--- config.mk ---
export PLATFORM = sky130hd
export DESIGN_NAME = mesi_line_ctrl
export DESIGN_NICKNAME = d
export VERILOG_FILES = /design/src/rtl/mesi_pkg.sv /design/src/rtl/mesi_state_array.sv /design/src/rtl/mesi_snoop_resp.sv /design/src/rtl/mesi_local_ctrl.sv /design/src/rtl/mesi_line_ctrl.sv
export SDC_FILE = /design/constraint.sdc
export NUM_CORES = 1
export LEC_CHECK = 0
export ABC_AREA = 1
export BUFFER_PORTS_ARGS = -buffer_cell sky130_fd_sc_hd__buf_2
export CORE_AREA = 4 4 97 81
export DETAILED_ROUTE_END_ITERATION = 12
export DIE_AREA = 0 0 101 85
export GPL_ROUTABILITY_DRIVEN = 1
export SETUP_SLACK_MARGIN = 0.1
export SLEW_MARGIN = 20
export SYNTH_ARGS = -nofsm -noshare
export SYNTH_HDL_FRONTEND = slang
export SYNTH_SLANG_ARGS = --single-unit
--- constraint.sdc ---
create_clock -name clk -period 2.1 [get_ports clk]
set_clock_uncertainty 0.1 [all_clocks]
set_input_delay 0.315 -clock clk [delete_from_list [all_inputs] [get_ports clk]]
set_output_delay 0.315 -clock clk [all_outputs]
set_load 0.005 [all_outputs]
--- src/rtl/mesi_pkg.sv ---
package mesi_pkg;

   typedef enum logic [1:0] {
      ST_I = 2'd0,
      ST_S = 2'd1,
      ST_E = 2'd2,
      ST_M = 2'd3
   } line_st_e;

   typedef enum logic {
      OP_RD  = 1'b0,
      OP_RDX = 1'b1
   } bus_op_e;

   typedef enum logic {
      LF_IDLE = 1'b0,
      LF_WAIT = 1'b1
   } loc_fsm_e;

endpackage

--- src/rtl/mesi_state_array.sv ---
module mesi_state_array
   import mesi_pkg::*;
#(
   parameter int NUM_LINES = 16,
   parameter int IDX_W     = 4
) (
   input  logic                           clk,
   input  logic                           rst_n,
   input  logic                           snp_we,
   input  logic     [IDX_W-1:0]           snp_idx,
   input  line_st_e                       snp_st,
   input  logic                           loc_we,
   input  logic     [IDX_W-1:0]           loc_idx,
   input  line_st_e                       loc_st,
   output line_st_e [NUM_LINES-1:0]       line_st
);

   initial begin
      assert (NUM_LINES >= 2 && (1 << IDX_W) == NUM_LINES)
         else $error("mesi_state_array: NUM_LINES must equal 2**IDX_W");
   end

   // One register per line; the snoop write port wins over the local port.
   for (genvar g = 0; g < NUM_LINES; g++) begin : g_line
      always_ff @(posedge clk) begin
         if (!rst_n) begin
            line_st[g] <= ST_I;
         end else if (snp_we && snp_idx == IDX_W'(g)) begin
            line_st[g] <= snp_st;
         end else if (loc_we && loc_idx == IDX_W'(g)) begin
            line_st[g] <= loc_st;
         end
      end
   end

   // the local side never writes the line a snoop is updating.
   assert_no_port_clash_R11: assert property (@(posedge clk) disable iff (!rst_n)
      (snp_we && loc_we) |-> (snp_idx != loc_idx));

endmodule

--- src/rtl/mesi_snoop_resp.sv ---
module mesi_snoop_resp
   import mesi_pkg::*;
(
   input  logic     snoop_valid,
   input  bus_op_e  snoop_op,
   input  line_st_e snp_cur,
   output logic     snoop_shared,
   output logic     snoop_flush,
   output logic     snoop_wb,
   output logic     snp_we,
   output line_st_e snp_nxt
);

   logic held;
   logic dirty;

   always_comb begin
      held         = snoop_valid && (snp_cur != ST_I);
      dirty        = held && (snp_cur == ST_M);
      snoop_shared = held;
      snoop_flush  = dirty && (snoop_op == OP_RD);
      snoop_wb     = dirty && (snoop_op == OP_RDX);
      snp_we       = held;
      snp_nxt      = (snoop_op == OP_RDX) ? ST_I : ST_S;
   end

   // a strobe for dirty data never comes without holding the line.
   assert_dirty_strobe_held_R9: assert final
      (!(snoop_flush || snoop_wb) || snoop_shared);

endmodule

--- src/rtl/mesi_local_ctrl.sv ---
module mesi_local_ctrl
   import mesi_pkg::*;
#(
   parameter int IDX_W = 4
) (
   input  logic             clk,
   input  logic             rst_n,
   input  logic             req_valid,
   input  logic             req_store,
   input  logic [IDX_W-1:0] req_idx,
   input  line_st_e         req_cur,
   input  logic             snoop_valid,
   input  logic [IDX_W-1:0] snoop_idx,
   input  logic             bus_gnt,
   input  logic             bus_shared_in,
   output logic             req_ready,
   output logic             bus_req_valid,
   output bus_op_e          bus_req_op,
   output logic [IDX_W-1:0] bus_req_idx,
   output logic             loc_we,
   output logic [IDX_W-1:0] loc_idx,
   output line_st_e         loc_st
);

   initial begin
      assert (IDX_W >= 1) else $error("mesi_local_ctrl: IDX_W must be at least 1");
   end

   loc_fsm_e         fsm_q, fsm_d;
   bus_op_e          op_q, op_d;
   logic [IDX_W-1:0] idx_q, idx_d;
   logic             blocked;

   always_comb begin
      fsm_d     = fsm_q;
      op_d      = op_q;
      idx_d     = idx_q;
      req_ready = 1'b0;
      loc_we    = 1'b0;
      loc_idx   = req_idx;
      loc_st    = req_cur;
      blocked   = 1'b0;
      case (fsm_q)
         LF_IDLE: begin
            blocked = snoop_valid && (snoop_idx == req_idx);
            if (req_valid && !blocked) begin
               if (!req_store) begin
                  if (req_cur == ST_I) begin
                     fsm_d = LF_WAIT;
                     op_d  = OP_RD;
                     idx_d = req_idx;
                  end else begin
                     req_ready = 1'b1;
                  end
               end else begin
                  case (req_cur)
                     ST_M: req_ready = 1'b1;
                     ST_E: begin
                        req_ready = 1'b1;
                        loc_we    = 1'b1;
                        loc_st    = ST_M;
                     end
                     default: begin
                        fsm_d = LF_WAIT;
                        op_d  = OP_RDX;
                        idx_d = req_idx;
                     end
                  endcase
               end
            end
         end
         LF_WAIT: begin
            blocked = snoop_valid && (snoop_idx == idx_q);
            loc_idx = idx_q;
            if (bus_gnt && !blocked) begin
               req_ready = 1'b1;
               loc_we    = 1'b1;
               fsm_d     = LF_IDLE;
               if (op_q == OP_RDX) begin
                  loc_st = ST_M;
               end else begin
                  loc_st = bus_shared_in ? ST_S : ST_E;
               end
            end
         end
         default: fsm_d = LF_IDLE;
      endcase
   end

   always_ff @(posedge clk) begin
      if (!rst_n) begin
         fsm_q <= LF_IDLE;
         op_q  <= OP_RD;
         idx_q <= '0;
      end else begin
         fsm_q <= fsm_d;
         op_q  <= op_d;
         idx_q <= idx_d;
      end
   end

   assign bus_req_valid = (fsm_q == LF_WAIT);
   assign bus_req_op    = op_q;
   assign bus_req_idx   = idx_q;

   // a pending bus request holds still until granted.
   assert_bus_req_stable_R12: assert property (@(posedge clk) disable iff (!rst_n)
      (bus_req_valid && !bus_gnt) |=>
         (bus_req_valid && $stable(bus_req_idx) && $stable(bus_req_op)));

   // a store to a Shared line leads to a read-for-ownership request.
   assert_store_shared_rdx_R6: assert property (@(posedge clk) disable iff (!rst_n)
      (!bus_req_valid && req_valid && req_store && req_cur == ST_S &&
       !(snoop_valid && snoop_idx == req_idx)) |=>
         (bus_req_valid && bus_req_op == OP_RDX));

   // a load hit never reaches the bus.
   assert_load_hit_quiet_R2: assert property (@(posedge clk) disable iff (!rst_n)
      (!bus_req_valid && req_valid && !req_store && req_cur != ST_I && req_ready) |=>
         !bus_req_valid);

endmodule

--- src/rtl/mesi_line_ctrl.sv ---
module mesi_line_ctrl
   import mesi_pkg::*;
#(
   parameter int NUM_LINES = 16,
   localparam int IDX_W    = $clog2(NUM_LINES)
) (
   input  logic             clk,
   input  logic             rst_n,
   input  logic             req_valid,
   input  logic             req_store,
   input  logic [IDX_W-1:0] req_idx,
   output logic             req_ready,
   output logic             bus_req_valid,
   output logic             bus_req_op,
   output logic [IDX_W-1:0] bus_req_idx,
   input  logic             bus_gnt,
   input  logic             bus_shared_in,
   input  logic             snoop_valid,
   input  logic             snoop_op,
   input  logic [IDX_W-1:0] snoop_idx,
   output logic             snoop_shared,
   output logic             snoop_flush,
   output logic             snoop_wb
);

   initial begin
      assert (NUM_LINES >= 2 && (1 << IDX_W) == NUM_LINES)
         else $error("mesi_line_ctrl: NUM_LINES must be a power of two, at least 2");
   end

   line_st_e [NUM_LINES-1:0] line_st;
   line_st_e                 req_cur;
   line_st_e                 snp_cur;
   line_st_e                 snp_nxt;
   line_st_e                 loc_st;
   logic                     snp_we;
   logic                     loc_we;
   logic [IDX_W-1:0]         loc_idx;
   bus_op_e                  snp_op_e;
   bus_op_e                  bus_op_int;

   assign req_cur    = line_st[req_idx];
   assign snp_cur    = line_st[snoop_idx];
   assign snp_op_e   = bus_op_e'(snoop_op);
   assign bus_req_op = bus_op_int;

   mesi_snoop_resp u_snoop (
      .snoop_valid (snoop_valid),
      .snoop_op    (snp_op_e),
      .snp_cur     (snp_cur),
      .snoop_shared(snoop_shared),
      .snoop_flush (snoop_flush),
      .snoop_wb    (snoop_wb),
      .snp_we      (snp_we),
      .snp_nxt     (snp_nxt)
   );

   mesi_local_ctrl #(.IDX_W(IDX_W)) u_local (
      .clk          (clk),
      .rst_n        (rst_n),
      .req_valid    (req_valid),
      .req_store    (req_store),
      .req_idx      (req_idx),
      .req_cur      (req_cur),
      .snoop_valid  (snoop_valid),
      .snoop_idx    (snoop_idx),
      .bus_gnt      (bus_gnt),
      .bus_shared_in(bus_shared_in),
      .req_ready    (req_ready),
      .bus_req_valid(bus_req_valid),
      .bus_req_op   (bus_op_int),
      .bus_req_idx  (bus_req_idx),
      .loc_we       (loc_we),
      .loc_idx      (loc_idx),
      .loc_st       (loc_st)
   );

   mesi_state_array #(.NUM_LINES(NUM_LINES), .IDX_W(IDX_W)) u_array (
      .clk    (clk),
      .rst_n  (rst_n),
      .snp_we (snp_we),
      .snp_idx(snoop_idx),
      .snp_st (snp_nxt),
      .loc_we (loc_we),
      .loc_idx(loc_idx),
      .loc_st (loc_st),
      .line_st(line_st)
   );

   // a granted read fill lands in S or E according to the shared line.
   assert_fill_state_R3: assert property (@(posedge clk) disable iff (!rst_n)
      (bus_req_valid && bus_gnt && bus_req_op == 1'b0 &&
       !(snoop_valid && snoop_idx == bus_req_idx)) |=>
         (line_st[$past(bus_req_idx)] == ($past(bus_shared_in) ? ST_S : ST_E)));

   // a store to an Exclusive line upgrades silently.
   assert_silent_upgrade_R4: assert property (@(posedge clk) disable iff (!rst_n)
      (!bus_req_valid && req_valid && req_store && req_cur == ST_E &&
       !(snoop_valid && snoop_idx == req_idx)) |=>
         (line_st[$past(req_idx)] == ST_M && !bus_req_valid));

   // a snooped read on a Modified line flushes.
   assert_flush_on_read_R7: assert property (@(posedge clk) disable iff (!rst_n)
      (snoop_valid && !snoop_op && snp_cur == ST_M) |-> snoop_flush);

   // and the line drops to Shared.
   assert_mod_to_shared_R7: assert property (@(posedge clk) disable iff (!rst_n)
      (snoop_valid && !snoop_op && snp_cur == ST_M) |=>
         (line_st[$past(snoop_idx)] == ST_S));

   // a snooped read-for-ownership leaves the line Invalid.
   assert_rdx_invalidates_R9: assert property (@(posedge clk) disable iff (!rst_n)
      (snoop_valid && snoop_op) |=> (line_st[$past(snoop_idx)] == ST_I));

   // the shared report only appears with a snoop.
   assert_shared_needs_snoop_R10: assert property (@(posedge clk) disable iff (!rst_n)
      snoop_shared |-> snoop_valid);

   // no idle-state completion on a line under snoop.
   assert_snoop_priority_R11: assert property (@(posedge clk) disable iff (!rst_n)
      (snoop_valid && req_valid && !bus_req_valid && snoop_idx == req_idx) |-> !req_ready);

endmodule

==> metrics.log <==
INFO  metric cts.root.buffer_cell = sky130_fd_sc_hd__clkbuf_8
INFO  metric finish.utilization = between 50% and 60%
INFO  metric final_worst_setup_slack = approximately 56 ps
INFO  metric period_needed = about 2000 ps
INFO  metric slew_viol_final = 0
INFO  metric grt_first_pass_wirelength = around 17,000 um
INFO  metric drc_errors = 0
INFO  metric antenna_found_initial = 0
INFO  metric slew_headroom = a little over two thirds
INFO  metric std_cell_rows = 27
INFO  metric tritoncts.num_buffers = 5
INFO  metric cts_tree = yes
INFO  metric report.power.total = around 1800 uW
INFO  metric die_height = between 80 and 90 um
INFO  metric ant_nets = 0
INFO  metric maximum_number_of_pins_on_one_net_before_global_route_repair = 22
INFO  metric synthesis.nets = about 580
INFO  metric worstPathRequired = roughly 1700 ps
INFO  metric syn-cell-area = approximately 3000 sq um
INFO  metric synth.avg_cell_area = 5.376 sq um
INFO  metric slowest_delay = 330 ps
INFO  metric synth_warn = 0
INFO  metric grt_setup_unrepaired = yes
INFO  metric critical_path_arrival = approximately 1600 ps
INFO  metric placeableCoreArea = around 6800 sq um
INFO  metric cts_max_level = 2
INFO  metric floorplan.die_area = ~8600 sq um
INFO  metric via_per_inst = 5.284
INFO  metric max_slew.worst_pin.slew = approximately 450 ps
INFO  metric area.growth.synth_to_final = 31.39%
INFO  metric max-vdd-ir-drop = about 0.25 mV
INFO  metric clock_latency = 300 ps
INFO  metric p_leak = ~0.0020 uW
INFO  metric worstHoldPathType = in -> reg
INFO  metric path_clk_slew = around 90 ps
INFO  metric setup.worst_path.class = reg -> out
INFO  metric hold_viol_final = 0
INFO  metric dp_cells = 690
INFO  metric drt_first_iter_violations = between 200 and 300
INFO  metric gr_ovfl_total = 0
INFO  metric worstSetupStartpointType = register
INFO  metric placement.setup.worst_slack = -78.54 ps
INFO  metric final.period_utilization = just under 100%
INFO  metric max_freq = about 490 MHz
INFO  metric holdBufCountCts = 0
INFO  metric floorplan.io_pins = 26
INFO  metric detailroute.wirelength.met2 = between 4000 and 5000 um
INFO  metric num-fill-cells = between 700 and 800
INFO  metric critical-path-slowest-cell = sky130_fd_sc_hd__dfxtp_2
INFO  metric yosys_register_bits = 38
INFO  metric highest-signal-layer = met4
INFO  metric met3WireLength = slightly above 900 um
INFO  metric wl = 10,450 um
INFO  metric grt_util_all_layers = approximately a quarter
INFO  metric number_of_diodes = 0
INFO  metric post_drt_wl_per_cell = approximately 15 um
INFO  metric ys_seq_area_share = 25.31%
INFO  metric half_perimeter_wire_length_of_the_detailed_placement_result = 7719 um
INFO  metric portBuffers = 25
INFO  metric synthCells = approximately 560
INFO  metric timing.critical_path.fanout_max = 2
INFO  metric final_net_count = 639
INFO  metric list_of_cells_traversed_by_the_critical_path = inv_2 > nor2_2 > a21oi_1 > nand2_1 > nand2_1 > nand2_2 > nor2_4 > nand2_2 > nand2_4 > inv_4 > buf_4 > buf_6
INFO  metric via_count = between 3k and 4k
INFO  metric chipWidth = roughly 100 um
INFO  metric place.gp.congestion = 0.9576
INFO  metric drive_above_1_share = between 20% and 30%
INFO  metric fin_cells = 711
INFO  metric netlist-cell-type-count = 24
INFO  metric setup_violations = 0
INFO  metric initial_utilization = between 40% and 50%
INFO  metric critical_path.endpoint_type = output pin
INFO  metric result_of_the_run = finished, final reports clean
INFO  metric maxCapViolCount = 0
INFO  metric clock-sinks = 38
INFO  metric wl_met1 = between 4000 and 5000 um
INFO  metric first_global_vias = 3,349
INFO  metric cts-root-to-sink-buffers = 2
INFO  metric power-per-cell-area = approximately 470 nW/um^2
INFO  metric drt_pass1_iterations = 5
-- kinds of logic (layout without fill, tap and decap cells) --
kind of cell / count (synthesis) / in the layout / share of synthesized area [%]
buffers and inverters: 98 / 163 / 12.99
xor gates and xnor gates: 1 / 1 / 0.2915
AOI/OAI and AO/OA: 36 / 36 / 6.453
and+or+nand+nor: 386 / 386 / 54.95
DFF: 38 / 38 / 25.31
-- timing repair --
item	CTS	global route
resized for setup	14	95
pin swaps	11	24
cloned	0	1
endpoints found under the setup margin	4	38
buffers inserted	4	8
-- stage by stage --
stage / setup TNS [ps] / cell area [sq um] / hold WS, ps
finish: 0 / 3949 / 215.8
global route: -227.3 / 3949 / 240.6
CTS: 0 / 3598 / 216.8
detailed placement: -331.8 / 3461 / 383.4
global placement: -415.2 / 3461 / 375.3
floorplan: 0 / 3005 / 357.2
-- cell usage after synthesis --
master	count	area share [%]
sky130_fd_sc_hd__nand4_1	5	1.0
sky130_fd_sc_hd__inv_1	77	9.6
sky130_fd_sc_hd__dfxtp_1	38	25
sky130_fd_sc_hd__nor2_2	4	0.83
sky130_fd_sc_hd__buf_4	3	0.75
sky130_fd_sc_hd__a21oi_1	19	3.2
sky130_fd_sc_hd__xor2_1	1	0.29
sky130_fd_sc_hd__nand2_4	1	0.37
sky130_fd_sc_hd__buf_1	2	0.25
sky130_fd_sc_hd__nor3_1	1	0.17
sky130_fd_sc_hd__buf_2	9	1.5
sky130_fd_sc_hd__nand2_1	185	23
sky130_fd_sc_hd__nand3_2	1	0.33
sky130_fd_sc_hd__o21ai_0	14	2.3
sky130_fd_sc_hd__o21ai_2	1	0.29
sky130_fd_sc_hd__a22oi_2	1	0.42
sky130_fd_sc_hd__nand2_2	4	0.83
sky130_fd_sc_hd__nand3_1	100	17
sky130_fd_sc_hd__inv_2	3	0.37
sky130_fd_sc_hd__nor2_1	81	10
sky130_fd_sc_hd__nor2_4	4	1.5
sky130_fd_sc_hd__clkbuf_1	3	0.37
sky130_fd_sc_hd__clkinv_1	1	0.12
sky130_fd_sc_hd__o211ai_1	1	0.25
-- layout by cell type (no fill, tap or decap), types with 3 or more instances in the layout --
cell | synthesis | final
sky130_fd_sc_hd__nand2_4 | 1 | 4
sky130_fd_sc_hd__buf_4 | 3 | 40
sky130_fd_sc_hd__inv_1 | 77 | 65
sky130_fd_sc_hd__nand3_2 | 1 | 18
sky130_fd_sc_hd__nand2_2 | 4 | 22
sky130_fd_sc_hd__inv_2 | 3 | 11
sky130_fd_sc_hd__dfxtp_1 | 38 | 16
sky130_fd_sc_hd__nand2_1 | 185 | 164
sky130_fd_sc_hd__buf_2 | 9 | 23
sky130_fd_sc_hd__buf_12 | 0 | 5
sky130_fd_sc_hd__nor2_4 | 4 | 7
sky130_fd_sc_hd__nand3_1 | 100 | 83
sky130_fd_sc_hd__nor2_2 | 4 | 7
sky130_fd_sc_hd__inv_4 | 0 | 3
sky130_fd_sc_hd__nor2_1 | 81 | 75
sky130_fd_sc_hd__nand4_1 | 5 | 5
sky130_fd_sc_hd__clkbuf_8 | 0 | 5
sky130_fd_sc_hd__o21ai_1 | 0 | 3
sky130_fd_sc_hd__a21oi_2 | 0 | 4
sky130_fd_sc_hd__o21ai_0 | 14 | 11
sky130_fd_sc_hd__buf_6 | 0 | 3
sky130_fd_sc_hd__a21oi_1 | 19 | 15
sky130_fd_sc_hd__dfxtp_2 | 0 | 22
-- layer usage --
layer  track usage (%)  vias to the layer above
li1                  -                     1873
met1             34.93                     1698
met2             37.84                      163
met3             3.287                       23
met4             6.039                        0
met5                 0                        -
-- critical path, delay by kind of cell, from the launching register on --
family	cells	cell delay (ps)
buf+inv	4	320
flops	1	330
simple gates	7	540
compound gates	1	140
-- sequential cells by signal (all words and copies together), names as in the netlist --
signal,flops
u_local.bus_req_op,1
u_local.bus_req_idx,4
u_array.line_st,32
u_local.bus_req_valid,1
-- cell type report --
| cell class | count | area [sq um] | share of cell area (%) |
|---|---|---|---|
| Timing Repair Buffer | 74 | 586.8 | 14.86 |
| Multi-Input combinational cell | 423 | 2059 | 52.15 |
| Tap cell | 87 | 108.9 | 2.757 |
| Inverter | 81 | 319.1 | 8.080 |
| Clock inverter | 2 | 13.76 | 0.3485 |
| Clock buffer | 6 | 72.57 | 1.838 |
| Sequential cell | 38 | 788.3 | 19.96 |
-- where the power goes --
part / switching (uW) / total (uW) / internal, uW
Combinational: 351 / 553 / 202
Clock: 291 / 526 / 235
Sequential: 18.6 / 759 / 740
Total: 661 / 1840 / 1180
-- worst paths after layout --
path / endpoint / slack (ps) / start / depth (start not counted)
worst min-delay path: u_local.bus_req_op$_SDFFE_PN0P_ / 220 / req_store / 3
worst max-delay path: snoop_shared / 60 / u_array.line_st[22]$_SDFFE_PN0P_ / 12
worst max register to register: u_array.line_st[28]$_SDFFE_PN0P_ / 170 / u_array.line_st[4]$_SDFFE_PN0P_ / 17
worst min register to register: u_array.line_st[27]$_SDFFE_PN0P_ / 390 / u_array.line_st[27]$_SDFFE_PN0P_ / 2
No activity file was read; power rests on OpenSTA's default activity.
